--- config.mk ---
export PLATFORM = sky130hd
export DESIGN_NAME = clkdiv_top
export DESIGN_NICKNAME = d
export VERILOG_FILES = /design/src/rtl/clkdiv_pkg.sv /design/src/rtl/clkdiv_sel_stage.sv /design/src/rtl/clkdiv_counter.sv /design/src/rtl/clkdiv_top.sv
export SDC_FILE = /design/constraint.sdc
export NUM_CORES = 1
export LEC_CHECK = 0
export ABC_AREA = 1
export CORE_MARGIN = 4
export CORE_UTILIZATION = 43
export CTS_CLUSTER_SIZE = 20
export DETAILED_ROUTE_END_ITERATION = 8
export PLACE_DENSITY = 0.71
export SLEW_MARGIN = 20
export SYNTH_ARGS = -nofsm -noshare
export SYNTH_HDL_FRONTEND = slang
export SYNTH_SLANG_ARGS = --single-unit
--- constraint.sdc ---
create_clock -name clk_i -period 1.81 [get_ports clk_i]
set_clock_uncertainty 0.05 [all_clocks]
set_input_delay 0.181 -clock clk_i [delete_from_list [all_inputs] [get_ports clk_i]]
set_output_delay 0.181 -clock clk_i [all_outputs]
set_load 0.05 [all_outputs]
--- src/rtl/clkdiv_pkg.sv ---
package clkdiv_pkg;

  localparam int MAX_RATIO = 32;
  localparam int RATIO_W   = $clog2(MAX_RATIO + 1);
  localparam int IDX_W     = 3;

  typedef struct packed {
    logic             valid;
    logic [IDX_W-1:0] idx;
  } pend_t;

  // Selector-to-ratio encoding; gen picks the table family, net the variant.
  function automatic logic [RATIO_W-1:0] ratio_lookup(input int gen,
                                                      input logic net,
                                                      input logic [IDX_W-1:0] s);
    logic [RATIO_W-1:0] r;
    if (gen == 1) begin
      case (s)
        3'd0: r = 6'd2;   3'd1: r = 6'd4;   3'd2: r = 6'd6;   3'd3: r = 6'd8;
        3'd4: r = 6'd10;  3'd5: r = 6'd12;  3'd6: r = 6'd14;  default: r = 6'd16;
      endcase
    end else if (net) begin
      case (s)
        3'd0: r = 6'd4;   3'd1: r = 6'd4;   3'd2: r = 6'd6;   3'd3: r = 6'd8;
        3'd4: r = 6'd10;  3'd5: r = 6'd12;  3'd6: r = 6'd14;  default: r = 6'd16;
      endcase
    end else begin
      case (s)
        3'd0: r = 6'd4;   3'd1: r = 6'd8;   3'd2: r = 6'd12;  3'd3: r = 6'd16;
        3'd4: r = 6'd20;  3'd5: r = 6'd24;  3'd6: r = 6'd28;  default: r = 6'd32;
      endcase
    end
    return r;
  endfunction

endpackage

--- src/rtl/clkdiv_sel_stage.sv ---
module clkdiv_sel_stage
  import clkdiv_pkg::*;
#(
  parameter int RESET_SEL = 0
) (
  input  logic             clk_i,
  input  logic             rst_ni,
  input  logic [IDX_W-1:0] idx_i,
  input  logic             load_i,
  input  logic             wrap_i,
  output logic [IDX_W-1:0] applied_o
);

  pend_t            pend_q;
  logic [IDX_W-1:0] applied_q;

  always_ff @(posedge clk_i) begin
    if (!rst_ni) begin
      pend_q    <= '0;
      applied_q <= IDX_W'(RESET_SEL);
    end else begin
      if (wrap_i && pend_q.valid) applied_q <= pend_q.idx;
      if (load_i)      pend_q <= '{valid: 1'b1, idx: idx_i};
      else if (wrap_i) pend_q.valid <= 1'b0;
    end
  end

  assign applied_o = applied_q;

endmodule

--- src/rtl/clkdiv_counter.sv ---
module clkdiv_counter
  import clkdiv_pkg::*;
(
  input  logic               clk_i,
  input  logic               rst_ni,
  input  logic [RATIO_W-1:0] ratio_i,
  output logic               wrap_o,
  output logic               clk_o,
  output logic               en_o
);

  logic [RATIO_W-1:0] half_w;
  logic [RATIO_W-1:0] cnt_q;
  logic               clk_q;
  logic               en_q;
  logic               toggle_w;

  assign half_w   = ratio_i >> 1;
  assign toggle_w = (cnt_q == half_w - 1'b1);
  assign wrap_o   = toggle_w && clk_q;

  always_ff @(posedge clk_i) begin
    if (!rst_ni) begin
      cnt_q <= '0;
      clk_q <= 1'b0;
      en_q  <= 1'b0;
    end else begin
      cnt_q <= toggle_w ? '0 : cnt_q + 1'b1;
      clk_q <= clk_q ^ toggle_w;
      en_q  <= wrap_o;
    end
  end

  assign clk_o = clk_q;
  assign en_o  = en_q;

endmodule

--- src/rtl/clkdiv_top.sv ---
module clkdiv_top
  import clkdiv_pkg::*;
#(
  parameter int GEN         = 2,
  parameter bit NET_VARIANT = 1'b0,
  parameter int SEL_W       = 3,
  parameter int RESET_SEL   = 0
) (
  input  logic               clk_i,
  input  logic               rst_ni,
  input  logic [SEL_W-1:0]   sel_i,
  input  logic               load_i,
  output logic               div_clk_o,
  output logic               div_en_o,
  output logic [RATIO_W-1:0] ratio_o
);

  logic [IDX_W-1:0]   sel_ext_w;
  logic [IDX_W-1:0]   applied_sel_w;
  logic [RATIO_W-1:0] ratio_w;
  logic               wrap_w;

  generate
    if (SEL_W < IDX_W) begin : g_narrow
      assign sel_ext_w = {{(IDX_W-SEL_W){1'b0}}, sel_i};
    end else begin : g_full
      assign sel_ext_w = sel_i[IDX_W-1:0];
    end
  endgenerate

  clkdiv_sel_stage #(.RESET_SEL(RESET_SEL)) u_sel (
    .clk_i     (clk_i),
    .rst_ni    (rst_ni),
    .idx_i     (sel_ext_w),
    .load_i    (load_i),
    .wrap_i    (wrap_w),
    .applied_o (applied_sel_w)
  );

  assign ratio_w = ratio_lookup(GEN, NET_VARIANT, applied_sel_w);

  clkdiv_counter u_cnt (
    .clk_i   (clk_i),
    .rst_ni  (rst_ni),
    .ratio_i (ratio_w),
    .wrap_o  (wrap_w),
    .clk_o   (div_clk_o),
    .en_o    (div_en_o)
  );

  assign ratio_o = ratio_w;

endmodule

=== After elaboration in Yosys (flattened, before gate mapping) ===
Index checks and enable logic that the tools add are counted.

* Bits in registers: 15
* Input bits: 6
* Output and inout bits: 8

* Add/subtract/negate cells: 2
* Eq/ne operators: 7
* Muxes and demuxes: 3
* Bitwise operators: 2
* Reductions and logical operators: 5

{| class="wikitable"
|+ Operators by type and width
! cell !! count
|-
| $pmux 6 s7 || 1
|-
| $eq 3x3->1 const B || 3
|-
| $add 6x1->6 const B || 1
|-
| $eq 3x2->1 const B || 2
|-
| $eq 6x6->1 || 1
|-
| $sub 5x1->6 const B || 1
|-
| $eq 3x1->1 const B || 1
|-
| $logic_not 3->1 || 1
|-
| $logic_and 1x1->1 || 2
|-
| $mux 1 || 2
|-
| $reduce_bool 2->1 || 1
|-
| $reduce_or 2->1 || 1
|-
| $not 1->1 || 1
|-
| $xor 1x1->1 || 1
|}

=== Logic depth before layout (Yosys ltp) ===
Gate-level depths: netlist of the first run.

* Depth in word-level cells: 7
* Mapped depth: 15
* Depth with buffers taken out: 15

=== By module ===
From an unflattened synthesis of the first run, not the netlist that was laid out.

* Cell total of the unflattened synthesis: 144
* Area, all modules: 929.6 µm²

{| class="wikitable"
|+ By module, submodules not included
! module !! instances !! cells each !! area an instance (µm²) !! seq. area each (µm²)
|-
| clkdiv_counter || 1 || 85 || 526.8 || 160.2
|-
| clkdiv_sel_stage || 1 || 36 || 259.0 || 140.1
|-
| clkdiv_top || 1 || 23 || 143.9 || 0.0
|}

=== Worst setup path before layout of the first run ===
OpenSTA, ideal clock, no wires.

* Path kind: reg2reg
* From: register u_sel.applied_q[0], in the netlist u_sel.applied_o[0]
* To: register u_sel.applied_q[0], in the netlist u_sel.applied_o[0]
* Arrival time: 2.440 ns
* Path slack: -0.810 ns
* Cell stages (with the launch flop): 16
* Buffers on the path: 0
* Clock period less this slack: 2.620 ns
* Cell sequence: dfxtp_1 > nand2_2 > inv_1 > nor2_1 > inv_1 > ha_1 > inv_1 > nand2_1 > nand2_1 > nor2_1 > nand4_2 > inv_1 > ha_1 > nand2_1 > o21ai_0 > a21oi_1

* Longest elaborated chain between the ends: 6
* Elaborated cells between the ends (all ways): 12
* Classes of those cells: add/sub (1); eq/ne (7); mux (1); reduce/logical (3)

{| class="wikitable"
|+ Ends and longest elaborated chain
! element !! RTL line !! source
|-
| start, declared || clkdiv_sel_stage.sv:15 || <nowiki>logic [IDX_W-1:0] applied_q;</nowiki>
|-
| start signal, assigned || clkdiv_sel_stage.sv:20 || <nowiki>applied_q <= IDX_W'(RESET_SEL);</nowiki>
|-
| start signal, assigned || clkdiv_sel_stage.sv:22 || <nowiki>if (wrap_i && pend_q.valid) applied_q <= pend_q.idx;</nowiki>
|-
| $eq 3x3->1, or another cell as far along || clkdiv_pkg.sv:28 || <nowiki>case (s)</nowiki>
|-
| $pmux 6 s7 * || clkdiv_pkg.sv:28 ||
|-
| named net ratio_o[3] || clkdiv_top.sv:15 || <nowiki>output logic [RATIO_W-1:0] ratio_o</nowiki>
|-
| $sub 5x1->6 * || clkdiv_counter.sv:19 || <nowiki>assign toggle_w = (cnt_q == half_w - 1'b1);</nowiki>
|-
| $eq 6x6->1 * || clkdiv_counter.sv:19 ||
|-
| $logic_and 1x1->1 * || clkdiv_counter.sv:20 || <nowiki>assign wrap_o = toggle_w && clk_q;</nowiki>
|-
| named net u_cnt.wrap_o || clkdiv_counter.sv:7 || <nowiki>output logic wrap_o,</nowiki>
|-
| $logic_and 1x1->1 * || clkdiv_sel_stage.sv:22 ||
|}

Mark *: on every way through the listed nets, which the timed path passes. The rest lies on a longest branch.
A chain may end at the register's enable or synchronous reset.

=== Final worst setup path of the first run ===
* From: register u_sel.applied_q[0], in the netlist u_sel.applied_o[0]
* To: register u_sel.applied_q[0], in the netlist u_sel.applied_o[0]

* Longest elaborated chain between the ends: 6
* Elaborated cells between the ends (all ways): 12
* Classes of those cells: add/sub (1); eq/ne (7); mux (1); reduce/logical (3)

{| class="wikitable"
|+ Ends and longest elaborated chain
! element !! RTL line
|-
| $eq 3x3->1, or another cell as far along || clkdiv_pkg.sv:28
|-
| $pmux 6 s7 * || clkdiv_pkg.sv:28
|-
| $sub 5x1->6 * || clkdiv_counter.sv:19
|-
| $eq 6x6->1 * || clkdiv_counter.sv:19
|-
| $logic_and 1x1->1 * || clkdiv_counter.sv:20
|-
| named net u_cnt.wrap_o || clkdiv_counter.sv:7
|-
| $logic_and 1x1->1 * || clkdiv_sel_stage.sv:22
|}

Marks and branches as above.

==> key figures, run 1 <==
Outcome
  – Status: finished with violations
  – Violations in the final reports: setup timing

Synth
  – Number of distinct standard cells referenced by the synthesized netlist: 21
  – Flip-flop and latch count after synthesis: 15
  – Post-Synthesis Mean Instance Area: roughly 7.3 µm²
  – Yosys top cell by area: sky130_fd_sc_hd__dfxtp_1
  – Ranking of synthesized cells by area: sky130_fd_sc_hd__dfxtp_1 42%, sky130_fd_sc_hd__nor2_1 11%, sky130_fd_sc_hd__inv_1 8.5%
  – Synth Cell Area: between 700 and 800 µm²
  – Sequential-to-total area share from yosys stat: a little over two fifths
  – Syn Inst Count: a little under 100
  – Yosys warning total: 0
  – Area fraction of the dominant cell type after synthesis: a little over two fifths

Global route
  – Gr ovfl total: 0
  – Total Routing Usage GR: 12.2%
  – Number of global-route vias before repair: approximately 570
  – Maximum number of pins on one net before global-route repair: 11
  – Wire length of the first global-routing pass: approximately 2.2 mm
  – Number of antenna violations at the first check in global routing: 0

Timing
  – Unrepaired setup endpoints after global routing: true
  – Minimum setup slack in the final design: -0.0371 ns
  – Final Slew Violations: 0
  – Worst-Margin Slew: between 0.5 and 0.6 ns
  – Ratio of final minimum period to clock period: 102%
  – Final Hold Fails: 0
  – Top achievable clock speed: 0.541 GHz
  – Fin crit period: about 1.8 ns
  – Max transition margin: between 60% and 70%
  – Final setup violation count: 2

Power and ir drop
  – Leakage power figure: roughly 0.00045 µW
  – Peak supply drop: 0.000703 V
  – Power per cell area: approximately 950 nW/µm²
  – Overall power of the completed layout: ~920 µW

Worst hold path
  – Worst hold path class: input port to flop
  – Endpoint with the worst hold slack: u_sel.pend_q[0]$_SDFFE_PN0P_
  – Cell count of the worst hold path: 3
  – Hold Startpoint: sel_i[0]

Routing
  – Initial DRC Count: 11
  – Residual DRC: 0
  – Drt wl/cell: about 11 µm
  – Vias: 612
  – Final wirelength: roughly 1.4 mm
  – Routed via count divided by cell count: around 4.7
  – First-pass detailed-route iteration total: 4
  – Remaining antenna violation count after routing: 0

Clock network
  – Maximum buffer depth of the clock tree: 2
  – Clock latency of the later-clocked register in the worst-skew pair: slightly below 0.3 ns
  – Depth of the CTS H-tree: 1
  – Num Clock Sinks: 15
  – CTS Buf Count: 3
  – CTS Root Cell: sky130_fd_sc_hd__clkbuf_4
  – Clock-pin slew reported for the worst setup and hold paths after clock tree synthesis: around 0.09 ns
  – TritonCTS clock tree: built

Worst setup path
  – Type of element launching the critical path: flop
  – Largest delay share family, worst path: simple AND/OR/NAND/NOR gates
  – Critical path data arrival time: slightly below 2 ns
  – Highest fanout seen on the critical path: 5
  – Path type of the worst setup path: flop to flop
  – Critical path buffer and inverter count: 4
  – Max stage delay on crit path: 0.37 ns
  – Most frequent cell on the critical path: sky130_fd_sc_hd__inv_2
  – Critical register-to-register path startpoint: u_sel.applied_o[0]$_SDFFE_PN0P_
  – Cells traversed along the worst timing path: nand2_4, inv_2, nor2_4, inv_2, ha_4, inv_2, nand2_1, nand2_1, nor2_1, nand4_2, inv_2, ha_4, nand2_4, o21ai_2, a21oi_2
  – Worst Setup End Kind: flop
  – Reg-to-reg critical path endpoint: u_sel.applied_o[0]$_SDFFE_PN0P_
  – Slack of the worst reg-to-reg path: -0.04 ns
  – Critical Path Stages: 15
  – Number of cells on the worst reg-to-reg path: 15
  – Cell with the largest stage delay on the worst path: sky130_fd_sc_hd__dfxtp_4
  – Data required time at the worst endpoint: about 2.0 ns

Finish
  – Syn-to-layout area delta: 35.0%
  – Number of nets at the end of the flow: ~130
  – Final antenna diode count: 0
  – Fill cell instance count of the final layout: between 100 and 150
  – Post-route core utilization: between 60 and 70%
  – Layout cell share with drive strength beyond 1: a little over 30%

Die
  – Die height: between 40 and 50 µm
  – Width of the die: ~50 µm
  – Row Count: 14
  – Area of the core: around 1500 µm²
  – Die Outline Area: 2370 µm²
  – Initial Util: 46.1%
  – Num ports: 14

Place
  – Count of port buffers added during placement: 11
  – Final Wtd Congestion: 0.795
  – Post-detail-place hpwl: roughly 1.0 mm

Run
  – Max Cap Violations: 0
cells in the mapped netlist:
master / n
sky130_fd_sc_hd__nor2_1: 20
sky130_fd_sc_hd__inv_1: 16
sky130_fd_sc_hd__dfxtp_1: 15
sky130_fd_sc_hd__nand2_1: 14
sky130_fd_sc_hd__o21ai_0: 6
sky130_fd_sc_hd__xor2_1: 4
sky130_fd_sc_hd__a21oi_1: 3
sky130_fd_sc_hd__ha_1: 3
sky130_fd_sc_hd__buf_4: 2
sky130_fd_sc_hd__nand2_2: 2
sky130_fd_sc_hd__nand3_1: 2
sky130_fd_sc_hd__a21boi_0: 1
sky130_fd_sc_hd__buf_2: 1
sky130_fd_sc_hd__clkbuf_1: 1
sky130_fd_sc_hd__conb_1: 1
sky130_fd_sc_hd__inv_2: 1
sky130_fd_sc_hd__nand3_2: 1
sky130_fd_sc_hd__nand4_1: 1
sky130_fd_sc_hd__nand4_2: 1
sky130_fd_sc_hd__nor2_2: 1
sky130_fd_sc_hd__xnor2_1: 1
registers in the layout, summed over array words and instances (netlist names):
name,cells
u_cnt.en_o,1
u_sel.pend_q,4
u_sel.applied_o,3
u_cnt.clk_o,1
u_cnt.cnt_q,6
per-stage QoR:
| stage | std cells | cell area [µm²] | TNS, ns | hold WS (ns) | setup WS [ns] |
|---|---|---|---|---|---|
| floorplan | 98 | 751 | -1.21 | 0.266 | -0.274 |
| global placement | 125 | 877 | -0.135 | 0.396 | -0.0564 |
| detailed placement | 125 | 877 | -0.275 | 0.406 | -0.142 |
| CTS | 131 | 943 | 0 | 0.409 | 0.000153 |
| global route | 131 | 960 | -1.17 | 0.421 | -0.175 |
| finish | 131 | 960 | -0.0609 | 0.417 | -0.0371 |
tightest hold or removal path, stage by stage:
cell and delay (ns):
sky130_fd_sc_hd__clkdlybuf4s50_1 0.39, sky130_fd_sc_hd__nor2_1 0.10, sky130_fd_sc_hd__nor2_1 0.05
routing by layer:
layer / share of wire (%) / track usage [%] / vias to the layer above / wire length, µm
met5: 0 / 0 / - / 0
met1: 43 / 11.8 / 274 / 596
met4: 1.1 / 9.42 / 0 / 15
met2: 50 / 20.9 / 11 / 702
li1: - / - / 325 / -
met3: 5.5 / 3.99 / 2 / 77
where the power goes:
group	switching (µW)	leakage, µW	internal, µW	total [µW]
logic	182	0.000308	138	319
clock network	112	0.0000177	82.2	194
registers	36.1	0.000124	366	402
cells in the final DEF (no fill, tap or decap), types with 3 or more instances in the layout:
| master | netlist | layout |
|---|---|---|
| sky130_fd_sc_hd__o21ai_0 | 6 | 3 |
| sky130_fd_sc_hd__inv_2 | 1 | 5 |
| sky130_fd_sc_hd__nand2_4 | 0 | 3 |
| sky130_fd_sc_hd__xor2_1 | 4 | 4 |
| sky130_fd_sc_hd__dfxtp_1 | 15 | 13 |
| sky130_fd_sc_hd__clkbuf_4 | 0 | 3 |
| sky130_fd_sc_hd__nand2_1 | 14 | 13 |
| sky130_fd_sc_hd__o21ai_2 | 0 | 3 |
| sky130_fd_sc_hd__nor2_1 | 20 | 18 |
| sky130_fd_sc_hd__clkdlybuf4s50_1 | 0 | 7 |
| sky130_fd_sc_hd__buf_4 | 2 | 9 |
| sky130_fd_sc_hd__inv_1 | 16 | 12 |
kinds of logic (layout without fill, tap and decap cells):
logic type / Yosys count / in the layout / synth area share (%)
fa+ha+maj: 3 / 3 / 5.28
other cells: 1 / 2 / 0.528
simple gates: 42 / 42 / 26.1
flops: 15 / 15 / 42.3
compound gates: 10 / 10 / 7.39
buf+inv: 21 / 38 / 12.3
xor+xnor: 5 / 5 / 6.16
how the worst max path moves through the flow:
stage / startpoint / slack, ns / endpoint
3_3_place_gp: u_sel.applied_o[1]$_SDFFE_PN0P_ / -0.06 / u_sel.applied_o[0]$_SDFFE_PN0P_
6_report: u_sel.applied_o[0]$_SDFFE_PN0P_ / -0.04 / u_sel.applied_o[0]$_SDFFE_PN0P_
2_1_floorplan: u_sel.applied_o[0]$_SDFFE_PN0P_ / -0.27 / u_sel.applied_o[0]$_SDFFE_PN0P_
5_1_grt: u_sel.applied_o[0]$_SDFFE_PN0P_ / -0.18 / u_sel.applied_o[0]$_SDFFE_PN0P_
3_5_place_dp: u_sel.applied_o[1]$_SDFFE_PN0P_ / -0.14 / u_sel.applied_o[0]$_SDFFE_PN0P_
4_1_cts: u_sel.applied_o[0]$_SDFFE_PN0P_ / 0.0002 / u_sel.applied_o[0]$_SDFFE_PN0P_
cell type report:
class	count	area, µm²	area share (%)
clock buffer	3	22.5	2.35
clock inverter	1	5.00	0.522
inverter	17	63.8	6.65
multi-input combinational	62	394	41.1
sequential	15	305	31.8
tap	16	20.0	2.09
timing repair buffer	17	149	15.5
timing repair:
item	4_1_cts	5_1_grt
resized for setup	6	6
pin swaps	4	2
endpoints found under the setup margin	3	11
hold buffers	0	0
setup buffers	2	0
Power figures use the tool's default switching activity.
==> inputs of run 2 (changes only) <==
--- a/config.mk
+++ b/config.mk
@@ -7,10 +7,10 @@
 export LEC_CHECK = 0
 export ABC_AREA = 1
 export CORE_MARGIN = 4
-export CORE_UTILIZATION = 43
+export CORE_UTILIZATION = 48
 export CTS_CLUSTER_SIZE = 20
 export DETAILED_ROUTE_END_ITERATION = 8
-export PLACE_DENSITY = 0.71
+export PLACE_DENSITY = 0.75
 export SLEW_MARGIN = 20
 export SYNTH_ARGS = -nofsm -noshare
 export SYNTH_HDL_FRONTEND = slang
==> constraint.sdc (replaced) <==
create_clock -name clk_i -period 1.9 [get_ports clk_i]
set_clock_uncertainty 0.05 [all_clocks]
set_input_delay 0.19 -clock clk_i [delete_from_list [all_inputs] [get_ports clk_i]]
set_output_delay 0.19 -clock clk_i [all_outputs]
set_load 0.05 [all_outputs]
==> run 2 against run 1 <==
Clock power decreased by 9%. Sequential share of layout area up 0.59 points. Largest power group unchanged. Sequential power down 4%. Utilization is 7.5 points higher. Critical path depth unchanged. Worst hold slack improved by 0.0092 ns. The run now ends clean. Cell count shrank 1.5%.
==> key figures, run 2 (same netlist as run 1, synthesis figures left out) <==
Worst setup path
  – Number of cells on the worst reg-to-reg path: 15 (unchanged)
  – Data required time at the worst endpoint: 2.02 ns (was 1.95 ns)
  – Slack of the worst reg-to-reg path: 0.09 ns (was -0.04 ns)
  – Highest fanout seen on the critical path: 5 (unchanged)
  – Cells traversed along the worst timing path: nand2_4, inv_2, nor2_4, inv_2, ha_4, inv_2, nand2_1, nand2_1, nor2_2, nand4_2, inv_2, ha_4, nand2_4, o21ai_2, nor2_1 (was nand2_4, inv_2, nor2_4, inv_2, ha_4, inv_2, nand2_1, nand2_1, nor2_1, nand4_2, inv_2, ha_4, nand2_4, o21ai_2, a21oi_2)
  – Max stage delay on crit path: 0.36 ns (was 0.37 ns)
  – Path type of the worst setup path: flop to flop (unchanged)
  – Cell with the largest stage delay on the worst path: sky130_fd_sc_hd__dfxtp_4 (unchanged)
  – Critical path data arrival time: 1.93 ns (was 1.99 ns)
  – Worst Setup End Kind: flop (unchanged)
  – Type of element launching the critical path: flop (unchanged)
  – Most frequent cell on the critical path: sky130_fd_sc_hd__inv_2 (unchanged)

Timing
  – Top achievable clock speed: 0.552 GHz (was 0.541 GHz)
  – Max transition margin: 66.3% (was 66.4%)
  – Minimum setup slack in the final design: 0.0883 ns (was -0.0371 ns)
  – Final hold slack: 0.426 ns (was 0.417 ns)
  – Final Hold Fails: 0 (unchanged)
  – Ratio of final minimum period to clock period: 95.4% (was 102%)
  – Fin crit period: 1.81 ns (was 1.85 ns)
  – Final setup violation count: 0 (was 2)
  – Final Slew Violations: 0 (unchanged)
  – Total negative setup slack: 0 ns (was -0.0609 ns)
  – Worst-Margin Slew: 0.505 ns (was 0.502 ns)
  – Unrepaired setup endpoints after global routing: true (unchanged)

Routing
  – Drt wl/cell: 10.3 µm (was 10.6 µm)
  – Routed via count divided by cell count: 4.72 (was 4.67)
  – Final wirelength: 1.33 mm (was 1.39 mm)
  – Remaining antenna violation count after routing: 0 (unchanged)
  – First-pass detailed-route iteration total: 3 (was 4)
  – Vias: 609 (was 612)
  – Initial DRC Count: 3 (was 11)
  – Residual DRC: 0 (unchanged)

Clock network
  – Clock-pin slew reported for the worst setup and hold paths after clock tree synthesis: 0.09 ns (about the same)
  – CTS Buf Count: 3 (unchanged)
  – Depth of the CTS H-tree: 1 (unchanged)
  – Num Clock Sinks: 15 (unchanged)
  – Maximum buffer depth of the clock tree: 2 (unchanged)
  – CTS Root Cell: sky130_fd_sc_hd__clkbuf_4 (unchanged)
  – TritonCTS clock tree: built (unchanged)
  – Clock latency of the later-clocked register in the worst-skew pair: 0.27 ns (was 0.29 ns)

Global route
  – Gr ovfl total: 0 (unchanged)
  – Wire length of the first global-routing pass: 2.37 mm (was 2.23 mm)
  – Maximum number of pins on one net before global-route repair: 11 (unchanged)
  – Global routing met3 resource utilization: 3.13% (was 3.99%)
  – Met2 global-route usage: 27.7% (was 20.9%)
  – Most Used Layer, Global Route: met2 (unchanged)
  – GR met1 Demand/Resource: 17.1% (was 11.8%)
  – Number of antenna violations at the first check in global routing: 0 (unchanged)
  – Number of global-route vias before repair: 580 (was 571)
  – Total Routing Usage GR: 15.2% (was 12.2%)

Finish
  – Number of nets at the end of the flow: 124 (was 125)
  – Layout cell share with drive strength beyond 1: 27.2% (was 30.4%)
  – Largest Register: u_cnt.cnt_q (unchanged)
  – Most common cell after layout, fill and taps aside: sky130_fd_sc_hd__nor2_1 (unchanged)
  – Syn-to-layout area delta: 32.6% (was 35.0%)
  – Post-route core utilization: 69.8% (was 62.3%)
  – Max FFs per register: 6 (unchanged)
  – Fill cell instance count of the final layout: 116 (was 133)
  – Most used cells in the layout excluding fill and tap cells: 18 x sky130_fd_sc_hd__nor2_1, 13 x sky130_fd_sc_hd__nand2_1, 13 x sky130_fd_sc_hd__dfxtp_1 (unchanged)
  – Final antenna diode count: 0 (unchanged)

Die
  – Width of the die: 46.5 µm (was 48.7 µm)
  – Num ports: 14 (unchanged)
  – Die Outline Area: 2160 µm² (was 2370 µm²)
  – Die height: 46.5 µm (was 48.7 µm)
  – Initial Util: 52.6% (was 46.1%)
  – Row Count: 13 (was 14)
  – Area of the core: 1350 µm² (was 1540 µm²)

Power and ir drop
  – Power per cell area: 898 nW/µm² (was 955 nW/µm²)
  – Peak supply drop: 0.000584 V (was 0.000703 V)
  – Overall power of the completed layout: 846 µW (was 916 µW)
  – Leakage power figure: 0.000438 µW (was 0.000449 µW)

Worst hold path
  – Cell count of the worst hold path: 1 (was 3)
  – Worst hold path class: flop to flop (was input port to flop)

Place
  – Count of port buffers added during placement: 11 (unchanged)
  – Final Wtd Congestion: 0.714 (was 0.795)
  – Post-Place Setup Slack: -0.0476 ns (was -0.142 ns)
  – Post-detail-place hpwl: 1.06 mm (was 1.05 mm)

Outcome
  – Status: finished clean (was finished with violations)

Run
  – Max Cap Violations: 0 (unchanged)
## run 2: final timing paths
kind	start	to
worst min-delay path	u_cnt.cnt_q[0]$_SDFF_PP0_	u_cnt.cnt_q[0]$_SDFF_PP0_
worst max register to register	u_sel.applied_o[0]$_SDFFE_PN0P_	u_sel.applied_o[1]$_SDFFE_PN0P_
worst min register to register	u_cnt.cnt_q[0]$_SDFF_PP0_	u_cnt.cnt_q[0]$_SDFF_PP0_
worst max-delay path	u_sel.applied_o[0]$_SDFFE_PN0P_	u_sel.applied_o[1]$_SDFFE_PN0P_
## run 2: report_power, final
part	internal (µW)	total, µW	switching, µW
clock	81.2	176	94.7
sequential	349	385	35.8
combinational	120	286	166
## run 2: layout make-up
type | instances | area [µm²] | share of cell area, %
sequential | 15 | 305 | 32.4
inverter | 17 | 63.8 | 6.77
tap | 15 | 18.8 | 1.99
multi-input combinational | 62 | 385 | 40.9
timing repair buffer | 16 | 143 | 15.1
clock buffer | 4 | 26.3 | 2.79
## run 2: worst max-delay path, delay by kind of cell (launching register included)
kind            cells  cell delay (ns)
compound gates      1             0.11
simple gates        8             0.58
flops               1             0.36
buf+inv             4             0.19
fa+ha+maj           2             0.42
## run 2: metal layers
| metal | vias up | share of wire, % | routed length (µm) |
|---|---|---|---|
| met3 | 2 | 5.3 | 71 |
| met2 | 11 | 49 | 647 |
| met5 | - | 0 | 0 |
| met1 | 272 | 45 | 600 |
| met4 | 0 | 0.98 | 13 |
| li1 | 324 | - | - |
## run 2: stage by stage
stage	cell area, µm²	instances
detailed placement	871	123
global placement	871	123
finish	942	129
global route	942	129
floorplan	751	98
CTS	912	128
## run 2: repair_timing
item	CTS	global route
resized for setup	3	6
buffers inserted	1	1
hold buffers	0	0
setup endpoints to repair	3	11
pin swaps	2	3
hold endpoints to repair	0	0
